<file path="config.mk">
export PLATFORM = sky130hd
export DESIGN_NAME = pci_init_err_guard
export DESIGN_NICKNAME = d
export VERILOG_FILES = /design/src/rtl/pci_init_err_guard.sv
export SDC_FILE = /design/constraint.sdc
export NUM_CORES = 1
export LEC_CHECK = 0
export BUFFER_PORTS_ARGS = -buffer_cell sky130_fd_sc_hd__buf_2
export CAP_MARGIN = 20
export CORE_AREA = 2 2 45 78
export CTS_CLUSTER_SIZE = 25
export DETAILED_ROUTE_END_ITERATION = 8
export DIE_AREA = 0 0 47 80
export HOLD_SLACK_MARGIN = 0.15
export PLACE_DENSITY = 0.77
export SLEW_MARGIN = 40
export SYNTH_ARGS = -nofsm -noshare
export SYNTH_HDL_FRONTEND = slang
export SYNTH_SLANG_ARGS = --single-unit
</file>
<file path="constraint.sdc">
create_clock -name clk -period 2.8 [get_ports clk]
set_clock_uncertainty 0.2 [all_clocks]
set_input_delay 0.84 -clock clk [delete_from_list [all_inputs] [get_ports clk]]
set_output_delay 0.84 -clock clk [all_outputs]
set_load 0.005 [all_outputs]
</file>
<file path="src/rtl/pci_init_err_guard.sv">
module pci_init_err_guard #(
  parameter int TRDY_W  = 8,
  parameter int RETRY_W = 8
) (
  input  logic               clk,
  input  logic               rst_n,
  input  logic [TRDY_W-1:0]  cfg_trdy_limit,
  input  logic [RETRY_W-1:0] cfg_retry_limit,
  input  logic               req_start,
  input  logic               req_is_write,
  input  logic               req_done,
  input  logic               rd_pending,
  input  logic               wr_burst_active,
  input  logic               pci_devsel,
  input  logic               pci_trdy,
  input  logic               ev_master_abort,
  input  logic               ev_target_abort,
  input  logic               ev_retry,
  input  logic               rd_parity_err,
  input  logic               tgt_perr,
  input  logic               clr_we,
  input  logic [4:0]         clr_mask,
  output logic               bus_err_resp,
  output logic               reqq_flush,
  output logic               txq_flush,
  output logic               wr_drop,
  output logic               req_gate,
  output logic               st_fatal,
  output logic               st_rma,
  output logic               st_rta,
  output logic               st_ppe,
  output logic               st_dpe
);
  localparam logic [TRDY_W-1:0]  T_ONE = TRDY_W'(1);
  localparam logic [TRDY_W-1:0]  T_MAX = '1;
  localparam logic [RETRY_W-1:0] R_MAX = '1;

  logic               active, cur_wr;
  logic [TRDY_W-1:0]  trdy_cnt;
  logic [RETRY_W-1:0] retry_cnt;

  wire start_ok = req_start & ~st_fatal;
  wire waiting  = active & pci_devsel & ~pci_trdy & ~ev_target_abort;
  wire trdy_to  = waiting & (cfg_trdy_limit != '0) & (trdy_cnt == cfg_trdy_limit - T_ONE);
  wire retry_to = active & ev_retry & (cfg_retry_limit != '0) & (retry_cnt == cfg_retry_limit);
  wire fatal    = active & (ev_master_abort | ev_target_abort | trdy_to | retry_to);
  wire par_rd   = active & ~cur_wr & rd_parity_err;
  wire par_wr   = active & cur_wr & tgt_perr;
  wire [4:0] clr = clr_we ? clr_mask : 5'b0;

  assign req_gate = st_fatal;

  always_ff @(posedge clk) begin
    if (!rst_n) begin
      active    <= 1'b0;
      cur_wr    <= 1'b0;
      trdy_cnt  <= '0;
      retry_cnt <= '0;
    end else if (start_ok) begin
      active    <= 1'b1;
      cur_wr    <= req_is_write;
      trdy_cnt  <= '0;
      retry_cnt <= '0;
    end else begin
      if (fatal | req_done) active <= 1'b0;
      if (!waiting) trdy_cnt <= '0;
      else if (trdy_cnt != T_MAX) trdy_cnt <= trdy_cnt + T_ONE;
      if (active && ev_retry && retry_cnt != R_MAX) retry_cnt <= retry_cnt + 1'b1;
    end
  end

  always_ff @(posedge clk) begin
    if (!rst_n) begin
      bus_err_resp <= 1'b0;
      reqq_flush   <= 1'b0;
      txq_flush    <= 1'b0;
      wr_drop      <= 1'b0;
      st_fatal     <= 1'b0;
      st_rma       <= 1'b0;
      st_rta       <= 1'b0;
      st_ppe       <= 1'b0;
      st_dpe       <= 1'b0;
    end else begin
      bus_err_resp <= fatal & ~cur_wr & rd_pending;
      reqq_flush   <= fatal & cur_wr;
      txq_flush    <= fatal & cur_wr;
      wr_drop      <= wr_burst_active & ((fatal & cur_wr) | wr_drop);
      st_fatal     <= fatal | (st_fatal & ~clr[0]);
      st_rma       <= (active & ev_master_abort) | (st_rma & ~clr[1]);
      st_rta       <= (active & ev_target_abort) | (st_rta & ~clr[2]);
      st_ppe       <= par_rd | par_wr | (st_ppe & ~clr[3]);
      st_dpe       <= par_rd | (st_dpe & ~clr[4]);
    end
  end
endmodule


</file>
==> impl_metrics.json <==
{
  "result_of_the_run": "complete, no violations",
  "sw_frac_of_total_pct": 21.97,
  "tritoncts_clock_tree": "done",
  "worst_slew_margin_rel_pct": 73.49,
  "rsz0062_at_grt": "false",
  "finish.utilization_pct": 63.57,
  "globalRouteOverflowTotal": 0,
  "async_flop_share_pct": 0,
  "syn_area_sq_um": 1540,
  "drv.max_cap_violation_count": 0,
  "synth_area_leader_cell": "sky130_fd_sc_hd__dfxtp_1",
  "finalHoldViolations": 0,
  "placement_rows": 27,
  "final_nets": 289,
  "design.die.area_sq_um": 3760,
  "slew_of_the_pin_with_the_lowest_slew_margin_ns": 0.3976,
  "power_density_nw_per_um2": 406.3,
  "chipWidth_um": 47,
  "gr-usage-all-layers_pct": 21.21,
  "syn_to_final_growth_pct": 28.27,
  "routed_wirelength_mm": 3.575,
  "number_of_buffers_created_by_cts": 3,
  "achievable-frequency_ghz": 0.3886,
  "sequentialPowerShare_pct": 47.6,
  "grt_pass1_wl_mm": 6.037,
  "clock_latency_ns": 0.27,
  "antennaDiodeCount": 0,
  "place_inst": 288,
  "ys_types": 43,
  "clock_power_share_pct": 37.6,
  "htree_num_levels": 1,
  "synth_sequential_area_ratio_pct": 33.79,
  "synth.yosys.warnings": 0,
  "drt-pass1-iter-count": 4,
  "clk_transition_reported_paths_ns": 0.09,
  "pin_count": 46,
  "cts-root-to-sink-buffers": 2,
  "post_cts_resized": 0,
  "setup_fix_bufs_post_cts": 0,
  "p_int_w": 0.0006263,
  "synth_edf_count": 0,
  "synth_ff_type": "sky130_fd_sc_hd__dfxtp_1",
  "timing_startpoint_of_the_critical_path": "cfg_trdy_limit[2]",
  "reg_top3": "retry_cnt x8, trdy_cnt x8",
  "grt_antenna_before_repair": 0,
  "detail_route.wl_per_cell_um": 12.24,
  "grt_max_degree": 16,
  "syn-instance-count": 191,
  "antenna_left": 0,
  "synth-seq-cells": 26,
  "cts_hold_buffers": 0,
  "dp.final_hpwl_mm": 3.006,
  "tritoncts_num_sinks": 26,
  "syn_nets": 230,
  "start_util_pct": 49.56,
  "core_region_area_sq_um": 3108,
  "post_synth_main_area_contributors": "sky130_fd_sc_hd__dfxtp_1, sky130_fd_sc_hd__xor2_1, sky130_fd_sc_hd__nor2_1",
  "numPortBuffers": 45,
  "cp_data_required_time_ns": 2.81,
  "post-route-drc-count": 0,
  "vias_per_cell": 5.322,
  "power_leakage_nw": 0.8312,
  "min_path_type": "reg -> reg",
  "worstPathMaxFanout": 3,
  "type_of_the_worst_setup_path": "in -> reg",
  "finalNonFillerCells": 292,
  "setup_viol_count_final": 0,
  "detail_route.iter0.violations": 26,
  "timing.reg2reg.setup_slack_ns": 0.72,
  "maxSlewViolCount": 0,
  "cp-start-kind": "input port",
  "combinationalPowerShare_pct": 14.8,
  "peakVddDrop_mv": 0.3698,
  "power_switching_w": 0.0001763,
  "critical_path.reg2reg.startpoint": "trdy_cnt[5]",
  "post-route-period-util_pct": 91.90,
  "setup.worst_path.end_class": "register",
  "place.gp.congestion": 0.8367,
  "netlist_top_cells_count": "sky130_fd_sc_hd__dfxtp_1, sky130_fd_sc_hd__nor2_1, sky130_fd_sc_hd__nand2_1, sky130_fd_sc_hd__xor2_1, sky130_fd_sc_hd__a21oi_1",
  "finalWorstPathRequiredPeriod_ns": 2.573,
  "chip_height_um": 80,
  "clock-root-buffer": "sky130_fd_sc_hd__clkbuf_8",
  "hold_path_startpoint": "st_rta",
  "via_count": 1554,
  "synth_top_area_share_pct": 33.79,
  "layout_cells_sized_above_1_pct": 28.11,
  "grt_pass1_vias": 1574,
  "crit_arrival_ns": 2.58,
  "syn_area_cell_sq_um": 8.064
}
-- per-layer routing --
layer  vias up  part of all wire, %  global-route usage [%]
met3         6                  3.1                   2.941
met1       721                   38                   20.59
met5         -                    0                       0
li1        792                    -                       -
met4         0                  1.5                   6.667
met2        35                   58                   41.64
-- path summary, 6_finish.rpt --
kind              endpoint  depth (start not counted)
setup reg to reg   wr_drop                          7
hold reg to reg     st_rta                          2
hold / removal      st_rta                          2
setup / recovery   wr_drop                          8
-- through the flow --
stage | worst slack (ns) | hold slack [ns] | instance area (sq um) | power (W) | TNS (ns)
final | 0.2268 | 0.3089 | 1976 | 0.0008027 | 0
after detailed placement | -0.05191 | 0.2926 | 1904 | 0.0005094 | -0.09645
after floorplan | 0.08790 | 0.2681 | 1540 | 0.0004458 | 0
after CTS | 0.2275 | 0.3142 | 1976 | 0.0008106 | 0
after global routing | 0.1295 | 0.3330 | 1976 | 0.0008447 | 0
after global placement | -0.01551 | 0.2802 | 1904 | 0.0005058 | -0.03070
-- final cells by class --
type                            instances  area (sq um)
Sequential cell                        26         520.5
Inverter                                4         15.01
Tap cell                               43         53.80
Timing Repair Buffer                   61         345.3
Clock buffer                            3         41.29
Fill cell                             318          1132
Clock inverter                          1         30.03
Multi-Input combinational cell        154         969.7
-- power groups by stage --
stage	Sequential (W)	Combinational, W	Clock (W)
2_1_floorplan	0.000390	0.0000558	0
3_3_place_gp	0.000390	0.000116	0
3_5_place_dp	0.000390	0.000119	0
4_1_cts	0.000382	0.000119	0.000309
5_1_grt	0.000383	0.000132	0.000330
6_report	0.000382	0.000119	0.000302
-- cell families (layout without fill, tap and decap cells) --
family                   count (synthesis)  count (layout)  synth area share, %
flip-flops                              26              26                33.79
XOR/XNOR                                24              24                13.65
AO/OA/AOI/OAI                           38              38                17.47
adder cells (fa/ha/maj)                  3               3                2.437
buffers and inverters                   11              69                3.248
AND/OR/NAND/NOR                         85              85                26.73
multiplexers                             4               4                2.681
-- layout by cell type, fill, tap and decap left out, types with 5 or more instances in the layout --
master and n:
sky130_fd_sc_hd__buf_2 45, sky130_fd_sc_hd__nor2_1 26, sky130_fd_sc_hd__dfxtp_1 26, sky130_fd_sc_hd__nand2_1 20
sky130_fd_sc_hd__buf_4 16, sky130_fd_sc_hd__xor2_1 15, sky130_fd_sc_hd__a21oi_1 10, sky130_fd_sc_hd__xnor2_1 9
sky130_fd_sc_hd__nand3_1 7, sky130_fd_sc_hd__nor3_1 7, sky130_fd_sc_hd__o21ai_0 6, sky130_fd_sc_hd__nand4_1 5
sky130_fd_sc_hd__a31oi_1 5
-- critical path: stages --
cell and delay, ns:
sky130_fd_sc_hd__buf_2 0.10, sky130_fd_sc_hd__or3_1 0.37, sky130_fd_sc_hd__or2_0 0.22, sky130_fd_sc_hd__o22a_1 0.22, sky130_fd_sc_hd__a2111oi_4 0.40, sky130_fd_sc_hd__buf_4 0.19
sky130_fd_sc_hd__nand4_1 0.10, sky130_fd_sc_hd__a21oi_1 0.13
Note: power is estimated with default switching activity, not from simulation.
